### src/rtl/bridge_pkg.sv
package bridge_pkg;

  localparam int MODE_W = 3;

  typedef enum logic [MODE_W-1:0] {
    MODE_OFF        = 3'd0,
    MODE_LO_TO_DATA = 3'd1,
    MODE_HI_TO_DATA = 3'd2,
    MODE_DATA_TO_LO = 3'd3,
    MODE_DATA_TO_HI = 3'd4
  } bridge_mode_e;

  // strobes from control to datapath
  typedef struct packed {
    logic loToData;
    logic hiToData;
    logic dataToLo;
    logic dataToHi;
    logic addrFromPc;
    logic segData;
    logic memEn;
  } bridge_strobe_t;

endpackage

### src/rtl/bridge_ctrl.sv
module bridge_ctrl
  import bridge_pkg::*;
(
  input  logic              clk,
  input  logic              rstN,
  input  logic [MODE_W-1:0] ucMode,
  input  logic              ucAddrFromPc,
  input  logic              ucDataSeg,
  input  logic              ucMemOff,
  output bridge_strobe_t    strobe
);

  logic [MODE_W-1:0] uwMode;
  logic              uwAddrFromPc;
  logic              uwDataSeg;
  logic              uwMemOff;

  // microword register; reset loads the idle word (all fields zero)
  always_ff @(posedge clk or negedge rstN) begin
    if (!rstN) begin
      uwMode       <= MODE_OFF;
      uwAddrFromPc <= 1'b0;
      uwDataSeg    <= 1'b0;
      uwMemOff     <= 1'b0;
    end else begin
      uwMode       <= ucMode;
      uwAddrFromPc <= ucAddrFromPc;
      uwDataSeg    <= ucDataSeg;
      uwMemOff     <= ucMemOff;
    end
  end

  always_comb begin
    strobe            = '0;
    strobe.addrFromPc = uwAddrFromPc;
    strobe.segData    = uwDataSeg;
    strobe.memEn      = !uwMemOff;
    case (uwMode)
      MODE_LO_TO_DATA: strobe.loToData = 1'b1;
      MODE_HI_TO_DATA: strobe.hiToData = 1'b1;
      MODE_DATA_TO_LO: strobe.dataToLo = 1'b1;
      MODE_DATA_TO_HI: strobe.dataToHi = 1'b1;
      default:         ; // off and unused codes leave the buses apart
    endcase
  end

endmodule

### src/rtl/bridge_datapath.sv
module bridge_datapath
  import bridge_pkg::*;
#(
  parameter int          ADDR_W    = 16,
  parameter int          DATA_W    = 8,
  parameter int          DEV_COUNT = 4,
  parameter int unsigned DEV_PAGE  = 255
) (
  input  bridge_strobe_t        strobe,
  input  logic [ADDR_W-1:0]     pcVal,
  input  logic [ADDR_W-1:0]     marVal,
  input  logic [2*DATA_W-1:0]   aluBusIn,
  input  logic [DATA_W-1:0]     dataBusIn,
  output logic [2*DATA_W-1:0]   aluBusOut,
  output logic                  aluLoDrvEn,
  output logic                  aluHiDrvEn,
  output logic [DATA_W-1:0]     dataBusOut,
  output logic                  dataDrvEn,
  output logic [ADDR_W-1:0]     addrBus,
  output logic                  segData,
  output logic                  memEnN,
  output logic [DEV_COUNT-1:0]  devSel
);

  localparam int PAGE_W    = ADDR_W - DATA_W;
  localparam int SLOT_BITS = (DEV_COUNT > 1) ? $clog2(DEV_COUNT) : 1;

  // byte lane steering
  always_comb begin
    dataBusOut = '0;
    if (strobe.loToData)      dataBusOut = aluBusIn[DATA_W-1:0];
    else if (strobe.hiToData) dataBusOut = aluBusIn[2*DATA_W-1:DATA_W];
  end

  assign dataDrvEn  = strobe.loToData | strobe.hiToData;
  assign aluLoDrvEn = strobe.dataToLo;
  assign aluHiDrvEn = strobe.dataToHi;
  assign aluBusOut  = {strobe.dataToHi ? dataBusIn : {DATA_W{1'b0}},
                       strobe.dataToLo ? dataBusIn : {DATA_W{1'b0}}};

  // address and memory control
  assign addrBus = strobe.addrFromPc ? pcVal : marVal;
  assign segData = strobe.segData;
  assign memEnN  = !strobe.memEn;

  // peripheral decoder, live only for enabled data-segment accesses
  logic inWindow;
  assign inWindow = strobe.segData && strobe.memEn &&
                    (addrBus[ADDR_W-1:DATA_W] == PAGE_W'(DEV_PAGE));

  generate
    if (DEV_COUNT == 1) begin : gSingle
      assign devSel = inWindow;
    end else begin : gMulti
      for (genvar g = 0; g < DEV_COUNT; g++) begin : gSlot
        assign devSel[g] = inWindow &&
          (addrBus[DATA_W-1 -: SLOT_BITS] == SLOT_BITS'(g));
      end
    end
  endgenerate

endmodule

### src/rtl/bridge_ctl_top.sv
module bridge_ctl_top
  import bridge_pkg::*;
#(
  parameter int          ADDR_W    = 16,
  parameter int          DATA_W    = 8,
  parameter int          DEV_COUNT = 4,
  parameter int unsigned DEV_PAGE  = 255
) (
  input  logic                  clk,
  input  logic                  rstN,
  input  logic [MODE_W-1:0]     ucMode,
  input  logic                  ucAddrFromPc,
  input  logic                  ucDataSeg,
  input  logic                  ucMemOff,
  input  logic [ADDR_W-1:0]     pcVal,
  input  logic [ADDR_W-1:0]     marVal,
  input  logic [2*DATA_W-1:0]   aluBusIn,
  input  logic [DATA_W-1:0]     dataBusIn,
  output logic [2*DATA_W-1:0]   aluBusOut,
  output logic                  aluLoDrvEn,
  output logic                  aluHiDrvEn,
  output logic [DATA_W-1:0]     dataBusOut,
  output logic                  dataDrvEn,
  output logic [ADDR_W-1:0]     addrBus,
  output logic                  segData,
  output logic                  memEnN,
  output logic [DEV_COUNT-1:0]  devSel
);

  bridge_strobe_t strobe;

  bridge_ctrl uCtrl (
    .clk          (clk),
    .rstN         (rstN),
    .ucMode       (ucMode),
    .ucAddrFromPc (ucAddrFromPc),
    .ucDataSeg    (ucDataSeg),
    .ucMemOff     (ucMemOff),
    .strobe       (strobe)
  );

  bridge_datapath #(
    .ADDR_W    (ADDR_W),
    .DATA_W    (DATA_W),
    .DEV_COUNT (DEV_COUNT),
    .DEV_PAGE  (DEV_PAGE)
  ) uPath (
    .strobe     (strobe),
    .pcVal      (pcVal),
    .marVal     (marVal),
    .aluBusIn   (aluBusIn),
    .dataBusIn  (dataBusIn),
    .aluBusOut  (aluBusOut),
    .aluLoDrvEn (aluLoDrvEn),
    .aluHiDrvEn (aluHiDrvEn),
    .dataBusOut (dataBusOut),
    .dataDrvEn  (dataDrvEn),
    .addrBus    (addrBus),
    .segData    (segData),
    .memEnN     (memEnN),
    .devSel     (devSel)
  );

endmodule

### config.mk
export PLATFORM = sky130hd
export DESIGN_NAME = bridge_ctl_top
export DESIGN_NICKNAME = d
export VERILOG_FILES = /design/src/rtl/bridge_pkg.sv /design/src/rtl/bridge_ctrl.sv /design/src/rtl/bridge_datapath.sv /design/src/rtl/bridge_ctl_top.sv
export SDC_FILE = /design/constraint.sdc
export NUM_CORES = 1
export LEC_CHECK = 0
export ABC_AREA = 1
export ABC_CLOCK_PERIOD_IN_PS = 1540
export BUFFER_PORTS_ARGS = -buffer_cell sky130_fd_sc_hd__buf_2
export CAP_MARGIN = 5
export CORE_ASPECT_RATIO = 1.4
export CORE_MARGIN = 8
export CORE_UTILIZATION = 29
export DETAILED_ROUTE_END_ITERATION = 12
export GPL_ROUTABILITY_DRIVEN = 0
export PLACE_DENSITY = 0.92
export SYNTH_ARGS = -nofsm -noshare
export SYNTH_HDL_FRONTEND = slang
export SYNTH_SLANG_ARGS = --single-unit
### constraint.sdc
create_clock -name clk -period 1.54 [get_ports clk]
set_input_delay 0.385 -clock clk [delete_from_list [all_inputs] [get_ports clk]]
set_output_delay 0.385 -clock clk [all_outputs]
set_load 0.03 [all_outputs]
==> results.md <==
- DRC viols: 0
- EDFF count, synth: 0
- Primary FF master, synth: dfrtp_1
- Largest area contributor in the netlist: nand2_1
- Syn_area_per_cell: 5.57 µm²
- Via count: 1475
- Setup TNS: -11.53 ns
- Synth cell types: 19
- Critical path launch point type: register
- Register area share after synthesis: 20.1%
- Root Driver: clkbuf_4
- Clock sinks: 6
- NumNets Final: 333
- Final setup violation count: 47
- I/O Pins: 113
- Critical path peak fanout: 5
- Sequential Area: 154 µm²
- Fmax: 501 MHz
- Crit path required time: 1.15 ns
- Gr usage total: 20.5%
- Tcrit/Tclk final: 130%
- P_leak: 1.22 nW
- Failing checks: setup timing
- Count leader, synth: nand2_1
- Iter 0 DRT Violations: 49
- Slew HR: 80.4%
- Status: finished with violations
- Top cells by area, synth: nand2_1 (21%), dfrtp_1 (20%), inv_1 (15%), nor2_1 (11%), o22ai_1 (6.7%)
- Slew Limit Fails: 0
- Hold Crit Start: ucMode[0]
- IO buf count: 112
- Max-cap check violation count: 0
- Footprint of the multi-input gates: 915 µm²
- Post-DP HPWL: 3190 µm
- Seq cells post-synth: 6
- Hold Path End: uCtrl.uwMode[0]
- Slew of the pin with the lowest slew margin: 0.293 ns
- Routed WL: 6090 µm
- Die H: 76 µm
- VDD IR max: 0.000430 V
- Number of global-route vias before repair: 1545
- Synth-to-Final Area Change: 214%
- Vias per cell: 4.85
- CTS clk-pin slew, worst paths: 0.06 ns
- Synth warn: 0
- Final WS setup: -0.457 ns
- Syn nets: 198
- Critical path class: reg -> out
- Total CTS buffers: 3
- Grt ovf: 0
- Drt pass-1 iters: 4
- Min Tclk post-route: 2.00 ns
- Worst min-delay path category: in -> reg
- Global-route wire length before repair: 7290 µm
- Die footprint: 4470 µm²
- Pin count of the biggest net entering global routing: 9
- Worst hold slack: 0.233 ns
- Final ANT Viol Nets: 0
- Commonest cells post-synth: nand2_1 (42), inv_1 (29), nor2_1 (21)
- Cells on Worst Hold Path: 1
- Ys async rst share: 100%
- RSZ-0062 raised after global routing: true
- Initial core utilization: 29.4%
- Htree depth: 1
- Final hold violations: 0
- Wirelength per Cell: 20.0 µm
- Pwr/cell area: 438 nW/µm²
- Placeable Area: 2530 µm²
- Die W: 58.9 µm
- Num rows: 22
- Clock buffer depth: 2
- Fraction of layout instances using a drive strength above 1: 80.1%
- Cell Area, Synth: 746 µm²
- Pwr Total: 1.03 mW
- Mapped Cells: 134
- # fillers: 100
- Worst slack, placed: -0.342 ns
- Crit path DAT: 1.61 ns
- Crit end category: output port
- Initial antenna violation count: 1
- CTS tree: done
- Proportion of netlist area held by the largest area contributor: 21.1%
==> critical path, cell delays in order (launching register included) <==
cell	delay [ns]
dfrtp_2	0.48
buf_6	0.17
nand2_1	0.11
o21ai_2	0.10
nor2_4	0.11
nand3_4	0.15
nor2_4	0.12
buf_6	0.14
==> cells in the final DEF, fill, tap and decap left out, types with 4 or more instances in the layout <==
cell type,count
buf_2,67
buf_6,54
inv_1,27
nor2_4,22
nand2_1,20
nand2_4,15
nand2_2,12
o22ai_4,8
buf_4,7
inv_2,4
==> repair_timing <==
item	4_1_cts	5_1_grt
cloned	3	0
pin swaps	10	10
setup buffers	6	3
hold buffers	1	0
gates resized for setup	114	60
endpoints found under the hold margin	6	0
setup endpoints to repair	47	47
==> metrics by stage <==
step	area, µm²	std cells	utilization (%)
after floorplan	1010	134	-
after global placement	1630	287	64.3
after detailed placement	1630	287	64.3
after CTS	2130	300	84.1
after global routing	2340	304	92.5
final	2340	304	92.5
==> cells by family (layout without fill, tap and decap cells) <==
group                  Yosys count  after routing  share of synthesized area [%]
AO/OA/AOI/OAI                   12             12                           10.4
buffers and inverters           38            171                           24.0
flip-flops                       6              6                           20.1
other                            0              1                              0
AND/OR/NAND/NOR                 78             78                           45.5
==> sequential cells by signal, indices dropped and copies added, names as in the netlist <==
register and flops:
uCtrl.uwDataSeg 1, uCtrl.uwMode 3, uCtrl.uwAddrFromPc 1, uCtrl.uwMemOff 1
==> routing by layer <==
layer  track usage [%]  share of wire (%)  up-vias
li1                  -                  -      661
met1              17.2                 32      690
met2              40.4                 55       91
met3              7.26                6.2       33
met4              8.17                6.5        0
met5                 0                  0        -
==> worst max-delay path by stage <==
| stage | startpoint | end | slack, ns | cells after the start |
|---|---|---|---|---|
| floorplan | uCtrl.uwAddrFromPc | devSel[0] | -0.19 | 9 |
| global placement | uCtrl.uwAddrFromPc | devSel[0] | -0.31 | 8 |
| detailed placement | uCtrl.uwAddrFromPc | devSel[0] | -0.34 | 8 |
| CTS | uCtrl.uwAddrFromPc | devSel[3] | -0.43 | 9 |
| global route | uCtrl.uwAddrFromPc | devSel[0] | -0.52 | 7 |
| finish | uCtrl.uwAddrFromPc | devSel[0] | -0.46 | 7 |
==> area by class of cell <==
class,count,share of cell area [%]
Antenna cell,1,0.107
Timing Repair Buffer,132,44.9
Sequential cell,6,6.57
Clock buffer,3,0.962
Tap cell,36,1.92
Inverter,35,6.25
Timing Repair inverter,1,0.267
Multi-Input combinational cell,90,39.0
==> report_power, final <==
part / switching (mW) / leakage (nW) / internal, mW
Clock: 0.0695 / 0.0138 / 0.0891
Sequential: 0.0130 / 0.0669 / 0.167
Combinational: 0.399 / 1.14 / 0.289
Note: power is estimated with default switching activity, not from simulation.
